<file path="config.mk">
export PLATFORM = sky130hd
export DESIGN_NAME = edge_mask_unit
export DESIGN_NICKNAME = d
export VERILOG_FILES = /design/src/rtl/edge_mask_pkg.sv /design/src/rtl/edge_lane_masks.sv /design/src/rtl/edge_cc_calc.sv /design/src/rtl/edge_mask_unit.sv
export SDC_FILE = /design/constraint.sdc
export NUM_CORES = 1
export LEC_CHECK = 0
export BUFFER_PORTS_ARGS = -buffer_cell sky130_fd_sc_hd__buf_2
export CAP_MARGIN = 25
export CORE_MARGIN = 2
export CORE_UTILIZATION = 55
export DETAILED_ROUTE_END_ITERATION = 16
export GPL_TIMING_DRIVEN = 0
export PLACE_DENSITY = 0.84
export RECOVER_POWER = 25
export REMOVE_ABC_BUFFERS = 1
export SLEW_MARGIN = 20
export SYNTH_ARGS = -nofsm -noshare
export SYNTH_HDL_FRONTEND = slang
export SYNTH_SLANG_ARGS = --single-unit
</file>
<file path="constraint.sdc">
create_clock -name clk -period 0.84 [get_ports clk]
set_input_delay 0.126 -clock clk [delete_from_list [all_inputs] [get_ports clk]]
set_output_delay 0.126 -clock clk [all_outputs]
set_load 0.005 [all_outputs]
</file>
<file path="src/rtl/edge_mask_pkg.sv">
package edge_mask_pkg;

    typedef enum logic [1:0] {
        SZ_BYTE = 2'b00,
        SZ_HALF = 2'b01,
        SZ_WORD = 2'b10,
        SZ_ALT  = 2'b11
    } elem_sz_e;

    typedef struct packed {
        elem_sz_e size;
        logic     little;
        logic     no_flags;
    } op_t;

    typedef struct packed {
        logic neg;
        logic zero;
        logic ovf;
        logic borrow;
    } flags_t;

    function automatic op_t decode_op(input logic [3:0] code);
        op_t o;
        o.size     = elem_sz_e'(code[3:2]);
        o.little   = code[1];
        o.no_flags = code[0];
        return o;
    endfunction

endpackage

</file>
<file path="src/rtl/edge_lane_masks.sv">
module edge_lane_masks #(
    parameter int LANES  = 8,
    parameter int IDX_W  = 3,
    parameter int MASK_W = 8
) (
    input  logic [IDX_W-1:0]  idx_a,
    input  logic [IDX_W-1:0]  idx_b,
    input  logic              little,
    output logic [MASK_W-1:0] left,
    output logic [MASK_W-1:0] right
);
    localparam logic [MASK_W-1:0] FULL = MASK_W'((1 << LANES) - 1);
    localparam logic [MASK_W-1:0] HEAD = FULL >> 1;
    localparam logic [MASK_W-1:0] TAIL = (FULL << 1) & FULL;

    always_comb begin
        if (little) begin
            left  = (FULL << idx_a) & FULL;
            right = ~((TAIL << idx_b) & FULL) & FULL;
        end else begin
            left  = FULL >> idx_a;
            right = ~(HEAD >> idx_b) & FULL;
        end
    end
endmodule

</file>
<file path="src/rtl/edge_cc_calc.sv">
module edge_cc_calc #(
    parameter int W = 64
) (
    input  logic [W-1:0] opa,
    input  logic [W-1:0] opb,
    output logic [3:0]   flags
);
    import edge_mask_pkg::*;

    logic [W-1:0] diff;
    flags_t       f;

    always_comb begin
        diff     = opa - opb;
        f.neg    = diff[W-1];
        f.zero   = (diff == '0);
        f.ovf    = (opa[W-1] ^ opb[W-1]) & (diff[W-1] ^ opa[W-1]);
        f.borrow = (opa < opb);
        flags    = f;
    end
endmodule

</file>
<file path="src/rtl/edge_mask_unit.sv">
module edge_mask_unit #(
    parameter int ADDR_W      = 64,
    parameter int HALF_W      = 32,
    parameter int BLOCK_BYTES = 8
) (
    input  logic              clk,
    input  logic              rst_n,
    input  logic              req_valid,
    input  logic [3:0]        edge_op,
    input  logic [ADDR_W-1:0] addr_a,
    input  logic [ADDR_W-1:0] addr_b,
    input  logic              narrow_mode,
    output logic              res_valid,
    output logic [ADDR_W-1:0] res_mask,
    output logic [3:0]        cc_narrow,
    output logic [3:0]        cc_wide
);
    import edge_mask_pkg::*;

    localparam int OFS_W  = $clog2(BLOCK_BYTES);
    localparam int MASK_W = BLOCK_BYTES;
    localparam int NUM_SZ = 3;

    typedef struct packed {
        logic              valid;
        logic [ADDR_W-1:0] mask;
        logic [3:0]        cc_n;
        logic [3:0]        cc_w;
    } state_t;

    state_t st_d, st_q;
    op_t    op_dec;

    logic [ADDR_W-1:0] a_eff, b_eff;
    logic [MASK_W-1:0] left_m  [NUM_SZ];
    logic [MASK_W-1:0] right_m [NUM_SZ];
    logic [3:0]        flags_n, flags_w;

    assign op_dec = decode_op(edge_op);
    assign a_eff  = narrow_mode ? {{(ADDR_W-HALF_W){1'b0}}, addr_a[HALF_W-1:0]} : addr_a;
    assign b_eff  = narrow_mode ? {{(ADDR_W-HALF_W){1'b0}}, addr_b[HALF_W-1:0]} : addr_b;

    // One lane-mask generator per element size; size s has BLOCK_BYTES>>s lanes.
    for (genvar s = 0; s < NUM_SZ; s++) begin : g_sz
        localparam int LN = BLOCK_BYTES >> s;
        localparam int IW = $clog2(LN);
        edge_lane_masks #(
            .LANES  (LN),
            .IDX_W  (IW),
            .MASK_W (MASK_W)
        ) u_lm (
            .idx_a  (a_eff[OFS_W-1 -: IW]),
            .idx_b  (b_eff[OFS_W-1 -: IW]),
            .little (op_dec.little),
            .left   (left_m[s]),
            .right  (right_m[s])
        );
    end

    // Flags always use the untruncated addresses.
    edge_cc_calc #(.W(ADDR_W)) u_cc_w (
        .opa   (addr_a),
        .opb   (addr_b),
        .flags (flags_w)
    );

    edge_cc_calc #(.W(HALF_W)) u_cc_n (
        .opa   (addr_a[HALF_W-1:0]),
        .opb   (addr_b[HALF_W-1:0]),
        .flags (flags_n)
    );

    logic [1:0]        sel;
    logic [MASK_W-1:0] left_sel, right_sel, mask_new;
    logic              same_blk;

    always_comb begin
        unique case (op_dec.size)
            SZ_HALF: sel = 2'd1;
            SZ_WORD: sel = 2'd2;
            default: sel = 2'd0;
        endcase
        left_sel  = left_m[sel];
        right_sel = right_m[sel];
        same_blk  = (a_eff[ADDR_W-1:OFS_W] == b_eff[ADDR_W-1:OFS_W]);
        mask_new  = same_blk ? (left_sel & right_sel) : left_sel;

        st_d       = st_q;
        st_d.valid = req_valid;
        if (req_valid) begin
            st_d.mask = {{(ADDR_W-MASK_W){1'b0}}, mask_new};
            if (!op_dec.no_flags) begin
                st_d.cc_n = flags_n;
                st_d.cc_w = flags_w;
            end
        end
    end

    always_ff @(posedge clk or negedge rst_n) begin
        if (!rst_n) begin
            st_q <= '0;
        end else begin
            st_q <= st_d;
        end
    end

    assign res_valid = st_q.valid;
    assign res_mask  = st_q.mask;
    assign cc_narrow = st_q.cc_n;
    assign cc_wide   = st_q.cc_w;
endmodule

</file>
==> metrics.md <==
| Metric | Value |
|---|---|
| Antenna fix cells | 0 |
| Slowest-stage cell, CP | a311oi_4 |
| CP bufs+invs | 2 |
| Core Region | around 0.013 mm² |
| Vias/cell | about 6.5 |
| Hpwl dp | about 21 mm |
| Final Power | ~9100 µW |
| Worst Tran Pin Value | around 590 ps |
| Nets@finish | 1488 |
| 1st-pass router iterations | 6 |
| Post-synth EDFFs | 0 |
| Setup WS pre-CTS | -2937 ps |
| Final Max Slew Viols | 0 |
| Cell mode on critical path | nand2_1 |
| Post-route DRC | 0 |
| Mapped Area | 0.007204 mm² |
| Final hold vios | 0 |
| Register area share after synthesis | under 10% |
| Post-route ant nets | 0 |
| CTS max path bufs | 2 |
| Synth cell types | 87 |
| Final setup fails | 33 |
| CP cell instances | buf_2, inv_1, ha_2, a21oi_1, nand2_1, o211ai_4, nand2_2, a311oi_4, nor3_1, a211oi_1, o211ai_1, nor4_1, nand4_1, nand2_1 |
| Slew margin rel. | approximately 60% |
| GRT Util Overall | between 30% and 40% |
| Syn. warnings | 0 |
| Critical Path Fanout Max | 7 |
| Routability-driven placement congestion ratio | 1.017 |
| Die height | 118.5 µm |
| Post-DR wirelength/cell | just under 20 µm |
| FMAX | about 330 MHz |
| Critical Setup Path Class | input port to flop |
| Synth Instances | ~1100 |
| Critical path's largest stage delay | 430 ps |
| Required arrival time at the worst endpoint | 1020 ps |
| I/O pin count | 209 |
| Minimum clock period | 3027 ps |
| First-pass GRT wire length | about 42 mm |
| Sink Count | 17 |
| Period Utilization, post-route | 360.4% |
| Initial antenna violation count | 0 |
| Non-Filler Instances | between 1000 and 1500 |
| Yosys reg bits | 17 |
| Row count | between 40 and 50 |
| Placed cells | ~1400 |
| Leakage | roughly 0.0041 µW |
| Vias | 9442 |
| Fin worst setup slack | -2187 ps |
| Async S/R FF share, synth | 100.0% |
| First DRT Iteration DRCs | roughly 1300 |
| Clk Latency, worst-skew pair | 250 ps |
| Critical path arrival | 3210 ps |
| H-tree depth | 1 |
| Reg clk slew, reported paths | 50 ps |
| Remaining Overflow, GRT | 0 |
| Cell Pwr Density | about 960 mW/mm² |
| Largest net degree at the start of global routing | 19 |
| CP endpoint kind | flop |
| Startpoint types | input port |
| Vias in the first global route | about 8200 |
| Clock root buffer | clkbuf_16 |
| Starting Density | approximately 57% |
| Failing checks | setup timing |
| Tightest Hold Check Type | input port to flop |
| Main synth FF type | dfrtp_1 |
| Area of the die | 0.01403 mm² |
| CP delay by family, top | compound AO/OA/AOI/OAI gates |
| Clock tree from TritonCTS | built |
| Die X | between 100 and 150 µm |
| Setup TNS | -22540 ps |
| Layout area overhead | 31.94% |
| Unrepaired setup endpoints after global routing | true |
| Share of cells above drive strength 1 | between 30% and 40% |
| Routed wire length | around 28 mm |
| CTS Buf Count | 3 |
| Max VDD drop | about 0.61 mV |
| Status | finished, violations left |
| Setup Skew | 0 ps |
| Port Buffers | between 150 and 200 |
| Max-cap violation count | 0 |
| Mean Syn Cell Area | around 6.5 µm² |
worst paths after layout:
| kind | startpoint | endpoint | slack [ps] | cells past startpoint |
|---|---|---|---|---|
| setup / recovery | addr_b[5] | cc_wide[2]$_DFFE_PN0P_ | -2190 | 14 |
| hold / removal | addr_a[31] | cc_narrow[1]$_DFFE_PN0P_ | 190 | 3 |
| setup reg to reg | res_mask[1]$_DFFE_PN0P_ | res_mask[1]$_DFFE_PN0P_ | 50 | 3 |
| hold reg to reg | cc_wide[2]$_DFFE_PN0P_ | cc_wide[2]$_DFFE_PN0P_ | 470 | 2 |
| max in group asynchronous | rst_n | cc_wide[3]$_DFFE_PN0P_ | 210 | 2 |
| min in group asynchronous | rst_n | res_mask[0]$_DFFE_PN0P_ | 330 | 2 |
power by group:
part,internal (µW),switching (µW)
logic,2930,4210
registers,923,51.3
clock network,643,334
kinds of logic (layout without fill, tap and decap cells):
kind of cell | count (synthesis) | count (layout) | share of synthesized area [%]
AND/OR/NAND/NOR | 380 | 380 | 25.98
AO/OA/AOI/OAI | 365 | 365 | 33.43
buffers and inverters | 199 | 329 | 13.89
adder cells (fa/ha/maj) | 65 | 65 | 11.39
XOR/XNOR | 61 | 61 | 7.416
flip-flops | 17 | 17 | 5.905
multiplexers | 13 | 13 | 1.928
other | 1 | 56 | 0.05205
cell type report:
type	count	area, µm²
clock buffer	3	75.07
inverter	95	369.1
sequential	17	425.4
tap	172	215.2
multi-input combinational	940	6907
clock inverter	1	7.507
fill	979	3217
timing repair buffer	230	1506
per-stage QoR:
step	utilization [%]	area, µm²	hold WS, ps
2_1_floorplan	-	6766	-169.6
3_3_place_gp	60.86	7742	54.77
3_5_place_dp	60.86	7742	57.34
4_1_cts	69.43	8833	186.1
5_1_grt	74.71	9505	194.1
6_report	74.71	9505	192.8
state kept, by name (all words and copies together) (netlist names):
name and flops:
cc_wide 4, cc_narrow 4, res_mask 8, res_valid 1
cell usage after synthesis (all sizes together), types with 3 or more instances:
| master | count | area (µm²) |
|---|---|---|
| nand2 | 127 | 476.7 |
| a21oi | 118 | 609.3 |
| inv | 95 | 356.6 |
| o21ai | 89 | 449.2 |
| nor2 | 81 | 304.0 |
| buf | 80 | 549.3 |
| ha | 64 | 800.8 |
| nand4 | 41 | 269.0 |
| xor2 | 39 | 341.6 |
| nor3 | 27 | 155.2 |
| nand3 | 25 | 125.1 |
| clkbuf | 24 | 95.09 |
| xnor2 | 22 | 192.7 |
| a21o | 21 | 157.7 |
| nor4 | 18 | 112.6 |
| a211oi | 17 | 145.1 |
| dfrtp | 17 | 425.4 |
| nand2b | 15 | 96.34 |
| o211ai | 14 | 110.1 |
| o21a | 13 | 97.59 |
| a31oi | 12 | 75.07 |
| and3 | 8 | 50.05 |
| nor2b | 8 | 50.05 |
| o31ai | 8 | 65.06 |
| a2111oi | 7 | 100.1 |
| mux2 | 7 | 78.82 |
| o2111ai | 7 | 61.31 |
| o21bai | 7 | 52.55 |
| o22ai | 7 | 43.79 |
| mux2i | 6 | 60.06 |
| or3 | 5 | 31.28 |
| or4 | 5 | 37.54 |
| a21boi | 4 | 37.53 |
| a22oi | 4 | 30.03 |
| and2 | 4 | 25.02 |
| nand4b | 4 | 35.03 |
| o221ai | 4 | 35.03 |
| or2 | 4 | 25.02 |
| a211o | 3 | 26.28 |
| a311oi | 3 | 32.53 |
| and4 | 3 | 26.28 |
| o311ai | 3 | 43.80 |
| o32ai | 3 | 26.28 |
cell usage in the layout (no fill, tap or decap), drive strengths merged, types with 8 or more instances in the layout:
cell type and n:
buf 227, nand2 127, a21oi 118, inv 95, o21ai 89, nor2 81, ha 64, conb 56
nand4 41, xor2 39, nor3 27, nand3 25, xnor2 22, a21o 21, nor4 18, dfrtp 17
a211oi 17, nand2b 15, o211ai 14, o21a 13, a31oi 12, and3 8, nor2b 8, o31ai 8
layer usage:
layer | up-vias | wire length, µm | track usage [%]
li1 | 4270 | - | -
met4 | 0 | 960 | 8.259
met2 | 706 | 12320 | 55.82
met1 | 4370 | 11350 | 50.96
met5 | - | 0 | 0
met3 | 96 | 3867 | 8.494
timing repair:
| action | CTS | global route |
|---|---|---|
| setup endpoints to repair | 33 | 33 |
| hold buffers | 1 | 0 |
| hold endpoints to repair | 17 | 0 |
| gates resized for setup | 164 | 103 |
| pin swaps | 51 | 38 |
| buffers inserted | 41 | 37 |
tightest hold or removal path, delay by kind of cell:
kind                   cells  cell delay [ps]
AO/OA/AOI/OAI              1               60
buffers and inverters      1              100
XOR/XNOR                   1              110
(Power assumes the default switching activity.)
